File: config.mk
export PLATFORM = sky130hd
export DESIGN_NAME = spis_target
export DESIGN_NICKNAME = d
export VERILOG_FILES = /design/src/rtl/spis_pkg.sv /design/src/rtl/spis_sync.sv /design/src/rtl/spis_sema.sv /design/src/rtl/spis_engine.sv /design/src/rtl/spis_target.sv
export SDC_FILE = /design/constraint.sdc
export NUM_CORES = 1
export LEC_CHECK = 0
export BUFFER_PORTS_ARGS = -buffer_cell sky130_fd_sc_hd__clkbuf_2
export CAP_MARGIN = 20
export CORE_MARGIN = 3
export CORE_UTILIZATION = 45
export CTS_BUF_LIST = sky130_fd_sc_hd__clkbuf_2
export CTS_CLUSTER_DIAMETER = 40
export DETAILED_ROUTE_END_ITERATION = 10
export GPL_TIMING_DRIVEN = 0
export PLACE_DENSITY = 0.65
export SLEW_MARGIN = 20
export SYNTH_ARGS = -nofsm -noshare
export SYNTH_HDL_FRONTEND = slang
export SYNTH_SLANG_ARGS = --single-unit
File: constraint.sdc
create_clock -name clk -period 3.19 [get_ports clk]
set_input_delay 0.319 -clock clk [delete_from_list [all_inputs] [get_ports clk]]
set_output_delay 0.319 -clock clk [all_outputs]
set_load 0.05 [all_outputs]
File: src/rtl/spis_pkg.sv
// Shared types for the SPI target: semaphore owner encoding, mode bundle
// and event bit positions. Assumes byte-wide data throughout.
package spis_pkg;
    typedef enum logic {
        OWN_ENGINE = 1'b0,
        OWN_HOST   = 1'b1
    } owner_t;

    typedef struct packed {
        logic cpol;
        logic cpha;
    } spi_mode_t;

    localparam int EVT_END = 0;
    localparam int EVT_ACQ = 1;
    localparam int N_EVT   = 2;
endpackage

File: src/rtl/spis_sync.sv
// Two-flop synchroniser bank for asynchronous pin inputs.
// Assumes each input is held for several system clocks; RST_VAL gives
// the idle level of each bit so no false edge appears after reset.
module spis_sync #(
    parameter int          W       = 3,
    parameter logic [W-1:0] RST_VAL = '0
) (
    input  logic         clk,
    input  logic         rst_n,
    input  logic [W-1:0] d,
    output logic [W-1:0] q
);
    logic [W-1:0] meta;

    for (genvar i = 0; i < W; i++) begin : g_bit
        // Two flops in series per pin bit.
        always_ff @(posedge clk) begin
            if (!rst_n) begin
                meta[i] <= RST_VAL[i];
                q[i]    <= RST_VAL[i];
            end else begin
                meta[i] <= d[i];
                q[i]    <= meta[i];
            end
        end
    end
endmodule

File: src/rtl/spis_sema.sv
// Buffer ownership semaphore, sticky events and interrupt enables.
// Assumes busy marks a granted transaction and start_grant pulses the
// cycle one is being granted; a start in that cycle defers a host grant.
module spis_sema
    import spis_pkg::*;
(
    input  logic             clk,
    input  logic             rst_n,
    input  logic             task_acq,
    input  logic             task_rel,
    input  logic             auto_acq,
    input  logic             busy,
    input  logic             start_grant,
    input  logic             end_pulse,
    input  logic [N_EVT-1:0] evt_clr,
    input  logic [N_EVT-1:0] inten_set,
    input  logic [N_EVT-1:0] inten_clr,
    output logic             sem_host,
    output logic             engine_owns,
    output logic [N_EVT-1:0] evt,
    output logic [N_EVT-1:0] inten,
    output logic             irq
);
    owner_t owner;
    logic   pend;
    logic   acq_req, can_grant, grant_now;
    logic [N_EVT-1:0] evt_set;

    // Decide whether a host grant happens this cycle.
    always_comb begin
        acq_req   = task_acq | (end_pulse & auto_acq);
        can_grant = (!busy && !start_grant) || end_pulse;
        grant_now = (acq_req || pend) && can_grant && !task_rel;
        evt_set   = '0;
        evt_set[EVT_END] = end_pulse;
        evt_set[EVT_ACQ] = grant_now;
    end

    // Ownership and pending-acquire state.
    always_ff @(posedge clk) begin
        if (!rst_n) begin
            owner <= OWN_HOST;
            pend  <= 1'b0;
        end else if (task_rel) begin
            owner <= OWN_ENGINE;
            pend  <= 1'b0;
        end else if (grant_now) begin
            owner <= OWN_HOST;
            pend  <= 1'b0;
        end else if (acq_req) begin
            pend  <= 1'b1;
        end
    end

    // Sticky events (set wins) and interrupt enables (clear wins).
    always_ff @(posedge clk) begin
        if (!rst_n) begin
            evt   <= '0;
            inten <= '0;
        end else begin
            evt   <= (evt & ~evt_clr) | evt_set;
            inten <= (inten | inten_set) & ~inten_clr;
        end
    end

    assign sem_host    = (owner == OWN_HOST);
    assign engine_owns = (owner == OWN_ENGINE);
    assign irq         = |(evt & inten);
endmodule

File: src/rtl/spis_engine.sv
// Serial shift engine with local transmit and receive byte buffers.
// Assumes synchronised pin levels; detects SCK and CSN edges itself.
// A transaction is granted if the engine owns the semaphore at CSN fall.
module spis_engine
    import spis_pkg::*;
#(
    parameter int DEPTH = 8,
    localparam int AW    = $clog2(DEPTH),
    localparam int CNT_W = $clog2(DEPTH + 1)
) (
    input  logic             clk,
    input  logic             rst_n,
    input  spi_mode_t        mode,
    input  logic             sck_s,
    input  logic             csn_s,
    input  logic             mosi_s,
    input  logic             engine_owns,
    input  logic [CNT_W-1:0] tx_max,
    input  logic [CNT_W-1:0] rx_max,
    input  logic [7:0]       orc,
    input  logic [7:0]       def,
    input  logic [AW-1:0]    host_addr,
    input  logic             host_tx_we,
    input  logic [7:0]       host_tx_wdata,
    output logic [7:0]       host_rx_rdata,
    output logic             miso_bit,
    output logic             granted,
    output logic             start_grant,
    output logic             end_pulse,
    output logic [CNT_W-1:0] tx_amount,
    output logic [CNT_W-1:0] rx_amount
);
    localparam logic [CNT_W-1:0] DEPTH_C = CNT_W'(DEPTH);

    logic [7:0] tx_mem [DEPTH];
    logic [7:0] rx_mem [DEPTH];

    logic             sck_q, csn_q;
    logic             sck_rise, sck_fall, csn_fall, csn_rise;
    logic             lead_e, trail_e, sample_e, shift_e;
    logic [7:0]       tx_sh, rx_sh;
    logic [2:0]       bit_cnt;
    logic             need_load, cur_buf;
    logic [CNT_W-1:0] tx_idx, tx_lim, rx_lim;
    logic [CNT_W-1:0] pick_idx;
    logic             pick_g, pick_buf;
    logic [7:0]       pick_byte, rx_next;

    // Previous pin levels for edge detection.
    always_ff @(posedge clk) begin
        if (!rst_n) begin
            sck_q <= 1'b0;
            csn_q <= 1'b1;
        end else begin
            sck_q <= sck_s;
            csn_q <= csn_s;
        end
    end

    // Edge classification by mode and byte source selection.
    always_comb begin
        sck_rise  = sck_s & ~sck_q;
        sck_fall  = ~sck_s & sck_q;
        csn_fall  = csn_q & ~csn_s;
        csn_rise  = ~csn_q & csn_s;
        lead_e    = mode.cpol ? sck_fall : sck_rise;
        trail_e   = mode.cpol ? sck_rise : sck_fall;
        sample_e  = mode.cpha ? trail_e : lead_e;
        shift_e   = mode.cpha ? lead_e : trail_e;
        tx_lim    = (tx_max > DEPTH_C) ? DEPTH_C : tx_max;
        rx_lim    = (rx_max > DEPTH_C) ? DEPTH_C : rx_max;
        pick_idx  = csn_fall ? '0 : tx_idx;
        pick_g    = csn_fall ? engine_owns : granted;
        pick_buf  = pick_g && (pick_idx < tx_lim);
        pick_byte = !pick_g ? def : (pick_buf ? tx_mem[pick_idx[AW-1:0]] : orc);
        rx_next   = {rx_sh[6:0], mosi_s};
    end

    // Host writes into the transmit buffer.
    always_ff @(posedge clk) begin
        if (!rst_n) begin
            for (int i = 0; i < DEPTH; i++) tx_mem[i] <= '0;
        end else if (host_tx_we) begin
            tx_mem[host_addr] <= host_tx_wdata;
        end
    end

    // Transaction framing, shifting, sampling and buffer fill.
    always_ff @(posedge clk) begin
        if (!rst_n) begin
            granted   <= 1'b0;
            tx_sh     <= '0;
            rx_sh     <= '0;
            bit_cnt   <= '0;
            need_load <= 1'b0;
            cur_buf   <= 1'b0;
            tx_idx    <= '0;
            tx_amount <= '0;
            rx_amount <= '0;
            for (int i = 0; i < DEPTH; i++) rx_mem[i] <= '0;
        end else if (csn_fall) begin
            granted <= engine_owns;
            bit_cnt <= '0;
            rx_sh   <= '0;
            if (engine_owns) begin
                tx_amount <= '0;
                rx_amount <= '0;
            end
            if (!mode.cpha) begin
                tx_sh     <= pick_byte;
                cur_buf   <= pick_buf;
                tx_idx    <= pick_buf ? CNT_W'(1) : '0;
                need_load <= 1'b0;
            end else begin
                cur_buf   <= 1'b0;
                tx_idx    <= '0;
                need_load <= 1'b1;
            end
        end else if (csn_rise) begin
            granted <= 1'b0;
        end else if (!csn_s) begin
            if (shift_e) begin
                if (need_load) begin
                    tx_sh     <= pick_byte;
                    cur_buf   <= pick_buf;
                    need_load <= 1'b0;
                    if (pick_buf) tx_idx <= tx_idx + 1'b1;
                end else begin
                    tx_sh <= {tx_sh[6:0], 1'b0};
                end
            end
            if (sample_e) begin
                rx_sh   <= rx_next;
                bit_cnt <= bit_cnt + 1'b1;
                if (bit_cnt == 3'd7) begin
                    need_load <= 1'b1;
                    if (granted && (rx_amount < rx_lim)) begin
                        rx_mem[rx_amount[AW-1:0]] <= rx_next;
                        rx_amount <= rx_amount + 1'b1;
                    end
                    if (cur_buf) tx_amount <= tx_amount + 1'b1;
                end
            end
        end
    end

    assign miso_bit      = tx_sh[7];
    assign start_grant   = csn_fall & engine_owns;
    assign end_pulse     = csn_rise & granted;
    assign host_rx_rdata = rx_mem[host_addr];
endmodule

File: src/rtl/spis_target.sv
// Top of the SPI target: pin synchronisers, serial engine and ownership
// semaphore. MISO output enable follows the raw chip select pin so the
// line is released at once when the master deselects.
module spis_target
    import spis_pkg::*;
#(
    parameter int DEPTH = 8,
    localparam int AW    = $clog2(DEPTH),
    localparam int CNT_W = $clog2(DEPTH + 1)
) (
    input  logic             clk,
    input  logic             rst_n,
    input  logic             sck,
    input  logic             csn_n,
    input  logic             mosi,
    output logic             miso_o,
    output logic             miso_oe,
    input  logic             cfg_cpol,
    input  logic             cfg_cpha,
    input  logic [7:0]       cfg_orc,
    input  logic [7:0]       cfg_def,
    input  logic             cfg_auto_acq,
    input  logic [CNT_W-1:0] tx_max,
    input  logic [CNT_W-1:0] rx_max,
    input  logic             task_acquire,
    input  logic             task_release,
    input  logic [1:0]       evt_clr,
    input  logic [1:0]       inten_set,
    input  logic [1:0]       inten_clr,
    input  logic [AW-1:0]    host_addr,
    input  logic             host_tx_we,
    input  logic [7:0]       host_tx_wdata,
    output logic [7:0]       host_rx_rdata,
    output logic             sem_host,
    output logic             evt_end,
    output logic             evt_acquired,
    output logic [1:0]       inten,
    output logic             irq,
    output logic [CNT_W-1:0] tx_amount,
    output logic [CNT_W-1:0] rx_amount
);
    logic [2:0]       pins_s;
    logic             engine_owns, granted, start_grant, end_pulse;
    logic [N_EVT-1:0] evt;
    spi_mode_t        mode;

    assign mode = '{cpol: cfg_cpol, cpha: cfg_cpha};

    spis_sync #(.W(3), .RST_VAL(3'b010)) u_sync (
        .clk   (clk),
        .rst_n (rst_n),
        .d     ({sck, csn_n, mosi}),
        .q     (pins_s)
    );

    spis_engine #(.DEPTH(DEPTH)) u_engine (
        .clk           (clk),
        .rst_n         (rst_n),
        .mode          (mode),
        .sck_s         (pins_s[2]),
        .csn_s         (pins_s[1]),
        .mosi_s        (pins_s[0]),
        .engine_owns   (engine_owns),
        .tx_max        (tx_max),
        .rx_max        (rx_max),
        .orc           (cfg_orc),
        .def           (cfg_def),
        .host_addr     (host_addr),
        .host_tx_we    (host_tx_we),
        .host_tx_wdata (host_tx_wdata),
        .host_rx_rdata (host_rx_rdata),
        .miso_bit      (miso_o),
        .granted       (granted),
        .start_grant   (start_grant),
        .end_pulse     (end_pulse),
        .tx_amount     (tx_amount),
        .rx_amount     (rx_amount)
    );

    spis_sema u_sema (
        .clk         (clk),
        .rst_n       (rst_n),
        .task_acq    (task_acquire),
        .task_rel    (task_release),
        .auto_acq    (cfg_auto_acq),
        .busy        (granted),
        .start_grant (start_grant),
        .end_pulse   (end_pulse),
        .evt_clr     (evt_clr),
        .inten_set   (inten_set),
        .inten_clr   (inten_clr),
        .sem_host    (sem_host),
        .engine_owns (engine_owns),
        .evt         (evt),
        .inten       (inten),
        .irq         (irq)
    );

    assign evt_end      = evt[EVT_END];
    assign evt_acquired = evt[EVT_ACQ];
    assign miso_oe      = ~csn_n;
endmodule

# Word level (Yosys, flattened, before mapping)
# Memory sizes are Yosys's and may differ from the RTL's.
# Index checks and enable logic that the tools add are counted.
dict set report totals {
  mem_count 2
  ramBits 128
  elab_cells 162
  output_inout_bits 24
  ff_bits 47
}
# memory words word_bits rd rd_ports_with_merged_regs wr line_no
set memory_table {}
lappend memory_table {u_engine.rx_mem 8 8 1 0 8 spis_engine.sv:36} ;# logic [7:0] rx_mem [DEPTH];
lappend memory_table {u_engine.tx_mem 8 8 1 0 8 spis_engine.sv:35} ;# logic [7:0] tx_mem [DEPTH];
dict set report classes {
  reduce_logical 31
  eq_ne 5
  n_lt_le_gt_ge 4
  bitwise 23
  n_addsub 4
  muxes 72
}
# op n
set ops {}
lappend ops {{two-way mux 4 bit} 23}
lappend ops {{two-way mux 8 bit} 10}
lappend ops {{two-way mux 1 bit} 37}
lappend ops {{nonzero test 2 bit} 9}
lappend ops {{OR reduction 8 bit} 2}
lappend ops {{adder 4 x 1 -> 4 bit (second input constant)} 3}
lappend ops {{AND reduction 6 bit} 2}
lappend ops {{greater-than comparator 4 bit (second input constant)} 2}
lappend ops {{less-than comparator 4 bit} 2}
lappend ops {{inverter 1 bit} 8}
lappend ops {{AND reduction 4 bit} 2}
lappend ops {{bitwise AND 1 bit} 7}
lappend ops {{bitwise AND 2 bit} 3}
lappend ops {{two-way mux 3 bit} 2}
lappend ops {{logical AND 1 bit} 5}
lappend ops {{AND reduction 5 bit} 1}
lappend ops {{inequality test 2 x 1 -> 1 bit (second input constant)} 2}
lappend ops {{inequality test 2 bit (second input constant)} 2}
lappend ops {{inverter 2 bit} 2}
lappend ops {{bitwise OR 2 bit} 2}
lappend ops {{OR reduction 2 bit} 2}
lappend ops {{adder 3 x 1 -> 3 bit (second input constant)} 1}
lappend ops {{equality test 3 bit (second input constant)} 1}
lappend ops {{zero test 1 bit} 3}
lappend ops {{other kinds (5)} 6}

# Logic depth before layout (Yosys ltp)
dict set report logic_depth {
  depth_word 14
  depth_mapped 15
  ltp_nobuf 11
}

# Modules after synthesis
# A second synthesis with hierarchy kept.
dict set report unflattened {
  cells_unflattened 772
  area_unflattened_um2 8752.1
}
# module cells_per_inst seq_area_each_um2 area_each_um2 n_inst
set modules_own_cells {}
lappend modules_own_cells {spis_engine 736 4544.4 8363.0 1}
lappend modules_own_cells {spis_sema 23 120.1 227.7 1}
lappend modules_own_cells {spis_sync 12 120.1 157.7 1}
lappend modules_own_cells {spis_target 1 0.0 3.8 1}

# Worst setup path after synthesis
# Ideal clock, no wire load.
dict set report synth_path {
  kind {flip-flop to flip-flop}
  from {reg u_sync.q[1]}
  to {reg u_engine.tx_idx[0]}
  synth_period_minus_slack_ps 2994
  arrival_time_ps 2891
  setup_time_ps 103
  n_path_buf 4
  setup_slack_ps 196
  required_time_ps 3087
  path_stages_with_launch 13
  path_cell_list {dfxtp_1 -> clkbuf_1 -> inv_1 -> ha_1 -> buf_4 -> clkbuf_1 -> clkbuf_1 -> nor2b_1 -> ha_1 -> and2_1 -> nor3_1 -> or3b_1 -> a222oi_1}
}
dict set report synth_via {
  elab_chain_len 8
}
# item line_no
set synth_rtl {}
lappend synth_rtl {{from (decl)} spis_sync.sv:11} ;# output logic [W-1:0] q
lappend synth_rtl {{from (signal, indexed assignment)} spis_sync.sv:20} ;# q[i] <= RST_VAL[i];
lappend synth_rtl {{from (signal, indexed assignment)} spis_sync.sv:23} ;# q[i] <= meta[i];
lappend synth_rtl {{inverter 1 bit (no line)} n/a}
lappend synth_rtl {{bitwise AND 1 bit} spis_engine.sv:64} ;# csn_fall = csn_q & ~csn_s;
lappend synth_rtl {{two-way mux 4 bit} spis_engine.sv:72} ;# pick_idx = csn_fall ? '0 : tx_idx;
lappend synth_rtl {{less-than comparator 4 bit} spis_engine.sv:74} ;# pick_buf = pick_g && (pick_idx < tx_lim);
lappend synth_rtl {{logical AND 1 bit} spis_engine.sv:74}
lappend synth_rtl {{two-way mux 1 bit} spis_engine.sv:112} ;# tx_idx <= pick_buf ? CNT_W'(1) : '0;
lappend synth_rtl {{two-way mux 4 bit} spis_engine.sv:109} ;# if (!mode.cpha) begin
lappend synth_rtl {{two-way mux 4 bit} spis_engine.sv:101} ;# end else if (csn_fall) begin
lappend synth_rtl {{to (signal assigned)} spis_engine.sv:112}
lappend synth_rtl {{to (signal assigned)} spis_engine.sv:127} ;# if (pick_buf) tx_idx <= tx_idx + 1'b1;
lappend synth_rtl {{to (decl)} spis_engine.sv:44} ;# logic [CNT_W-1:0] tx_idx, tx_lim, rx_lim;
# Several ways; a longest one is shown, not always the timed one.
# A chain may end at the register's enable or synchronous reset.

# Worst setup path in the final report
# Same ends and word-level chain as after synthesis.

==> impl_results.md <==
* GRT Resource Usage Total at 21.44%
* Synth cell types at 66
* Max-slew headroom at 37.19%
* Initial antenna violation count at 1
* Slowest-stage cell, CP: dfxtp_4
* Yosys top cell by area: edfxtp_1
* VDD IR-drop max at 0.1999 mV
* Die Width at 144.6 um
* Cell Area, Placed at 9310 um2
* WS Path Type: reg2reg
* DRT antenna net count at 0
* Most common cell on crit path: ha_1
* Sequential element share of the synthesized area at 55.38%
* Syn nets at 833
* Max Cap Viol at 0
* Nets at 966
* Dpl hpwl at 15440 um
* Synth async-reset ratio at 0%
* Cell depth of the worst hold path at 4
* Crit path largest cell delay at 0.43 ns
* Routability congestion estimate at 0.8342
* Clock Path Buffers at 2
* Post-synthesis instance total at 767
* Htree depth at 4
* CP Cell Sequence: inv_1, ha_1, buf_6, buf_2, clkbuf_4, nor2b_1, ha_1, nand3_1, a31oi_1, nor3_4, or3b_1, a222oi_1
* Initial core utilization at 46.03%
* Largest net degree at the start of global routing at 20
* Boundary Pins at 76
* Vias in the first global route at 6320
* Worst clock skew at 0.04108 ns
* PwrDens at 419.4 nW/um2
* Endpoints failing hold at 0
* CP endpoint kind: flop
* 1st-iter DRT viols at 462
* CP arrival at 3.69 ns
* Worst reg-to-reg path cell count at 12
* Vias/cell at 5.679
* Source of the worst hold timing path: cfg_def[0]
* Setup violators final at 0
* Die footprint at 20900 um2
* Top_reg_cell synth: edfxtp_1
* Share of cells above drive strength 1 at 17.52%
* Multi-input gate area at 3674 um2
* Port buffer count at 73
* Most common cell in the synthesized netlist: and2_1
* Status: finished clean
* Total number of vias at 6519
* Clk pin slew, worst setup/hold paths at 0.29 ns
* R2r setup slk at 0.17 ns
* CTS tree: done
* Synthesized area per cell at 11.26 um2
* Top cell type's share of synthesized area at 44.49%
* Total of flip-flops plus latches after synthesis at 175
* CP startpoint kind: flop
* Period utilization at 94.56%
* FMAX at 0.3315 GHz
* Worst Path Max Fanout at 10
* Yosys warnings at 0
* Core region area at 18770 um2
* Area growth syn-to-layout at 16.12%
* DIE HEIGHT at 144.6 um
* Rows at 50
* Grt total ovfl at 0
* Register area at 4788 um2
* Total power after layout at 4.207 mW
* Synth cell count leaders: 131 x and2_1, 128 x edfxtp_1, 47 x dfxtp_1, 45 x nand2_1, 43 x a21oi_1
* Hold Path End: u_engine.tx_sh[0]$_SDFFE_PN0P_
* Pleak at 3.695 nW
* DRT Pass-1 Iters at 7
* Fin. max-slew vios at 0
* CTS Buf Count at 17
* Setup_tns at 0 ns
* Final instance area at 10030 um2
* CP required at 3.87 ns
* Number of synthesized flops with an enable pin at 128
* RR Endpoint: u_engine.tx_idx[0]$_SDFFE_PN0P_
* Layout fillers at 1678
* Final WL at 21730 um
* Drt drc at 0
* Synth Cell Area at 8640 um2
* RSZ-0062 raised after global routing: yes
* Worst Tran Pin Value at 0.9359 ns
* First-pass GRT wire length at 33950 um
* Hold Crit Class: in2reg
* Synth area leaders: edfxtp_1 44%, dfxtp_1 11%, and2_1 9.5%, mux4_2 3.6%, a21oi_1 2.5%
* Root Driver: clkbuf_2
* RR Startpoint: u_sync.q[1]$_SDFF_PN1_
* Routed len/inst at 18.93 um
* CTS sink count at 175
* Post-layout util at 53.45%
* Worst skew pair latency at 0.79 ns
* Min cycle time layout at 3.017 ns
-- power by group --
part / switching (mW) / internal [mW] / leakage [nW]
clock network: 0.915 / 0.270 / 0.149
registers: 0.0340 / 2.54 / 1.60
logic: 0.282 / 0.169 / 1.95
-- registers in the layout (all words and copies together) (netlist names), 2 cells and up --
register            count
u_sema.evt              2
u_sema.inten            2
u_engine.bit_cnt        3
u_engine.tx_mem        64
u_engine.tx_sh          8
u_engine.rx_mem        64
u_sync.q                3
u_engine.rx_sh          7
u_engine.rx_amount      4
u_engine.tx_idx         4
u_sync.meta             3
u_engine.tx_amount      4
-- metal layers --
metal / GRT usage (%) / wire length, um / vias up
li1: - / - / 3129
met1: 29.62 / 9895 / 3164
met2: 34.33 / 10230 / 196
met3: 4.167 / 1188 / 30
met4: 6.824 / 410 / 0
met5: 0 / 0 / -
-- cell type report --
class	count	area share, %
clock inverter	15	1.621
antenna	1	0.02494
sequential	175	47.73
tap	234	2.918
timing repair buffer	115	7.758
clock buffer	17	0.8481
inverter	22	0.8231
multi-input combinational	533	36.62
buffer	36	1.659
-- cells in the final DEF (no fill, tap or decap), types with 6 or more instances in the layout --
master / synthesis / routed
nor2_1: 34 / 34
ha_1: 14 / 14
a2111oi_0: 6 / 6
or3_1: 10 / 10
o21ai_0: 25 / 13
o211ai_1: 11 / 11
nor2b_1: 11 / 11
and3_1: 11 / 11
a221oi_1: 10 / 10
edfxtp_1: 128 / 128
o21ai_1: 0 / 10
a21oi_1: 43 / 42
nand2_1: 45 / 44
nand3_1: 25 / 25
clkbuf_2: 0 / 91
clkbuf_1: 29 / 24
buf_2: 7 / 6
mux2_2: 6 / 6
dlygate4sd3_1: 0 / 39
inv_8: 0 / 7
mux2i_1: 16 / 16
nand2b_1: 21 / 21
mux4_2: 14 / 14
and2_1: 131 / 131
dfxtp_1: 47 / 46
inv_1: 21 / 21
a222oi_1: 7 / 7
o22ai_1: 10 / 10
nor3_1: 15 / 13
-- repair_timing --
action,CTS,global route
endpoints found under the hold margin,84,0
gates resized for setup,9,17
buffers inserted,0,2
pin swaps,0,2
setup endpoints to repair,21,26
hold buffers,39,0
-- cells by family after synthesis --
logic type | share of synthesized area (%)
xor gates and xnor gates | 0.2897
buffers and inverters | 2.708
AOI/OAI and AO/OA | 11.88
muxes | 6.444
adders and majority gates | 2.028
and+or+nand+nor | 21.27
DFF | 55.38
-- how the worst max path moves through the flow --
stage	start	to
5_1_grt	u_engine.bit_cnt[0]$_SDFFE_PP0P_	u_engine.rx_mem[7][5]$_SDFFCE_PN0P_
4_1_cts	u_sync.q[1]$_SDFF_PN1_	u_engine.tx_idx[0]$_SDFFE_PN0P_
6_report	u_sync.q[1]$_SDFF_PN1_	u_engine.tx_idx[0]$_SDFFE_PN0P_
2_1_floorplan	u_sync.q[1]$_SDFF_PN1_	u_engine.tx_idx[0]$_SDFFE_PN0P_
3_3_place_gp	u_sync.q[1]$_SDFF_PN1_	u_engine.tx_sh[0]$_SDFFE_PN0P_
3_5_place_dp	u_sync.q[1]$_SDFF_PN1_	u_engine.tx_sh[0]$_SDFFE_PN0P_
-- worst max-delay path, delay by kind of cell (launching register included) --
family / cells / cell delay (ns)
AOI/OAI and AO/OA: 2 / 0.42
adders and majority gates: 2 / 0.50
buffers and inverters: 4 / 0.73
DFF: 1 / 0.43
and+or+nand+nor: 4 / 0.82
-- metrics by stage --
step	worst slack, ns	instances	hold WS [ns]
floorplan	0.1962	767	0.3863
global placement	-0.6767	1074	0.3983
detailed placement	-0.6680	1075	0.4012
CTS	0.01143	1145	0.008428
global route	-0.02424	1148	0.02926
finish	0.1734	1148	0.05915
No activity file was read; power rests on OpenSTA's default activity.
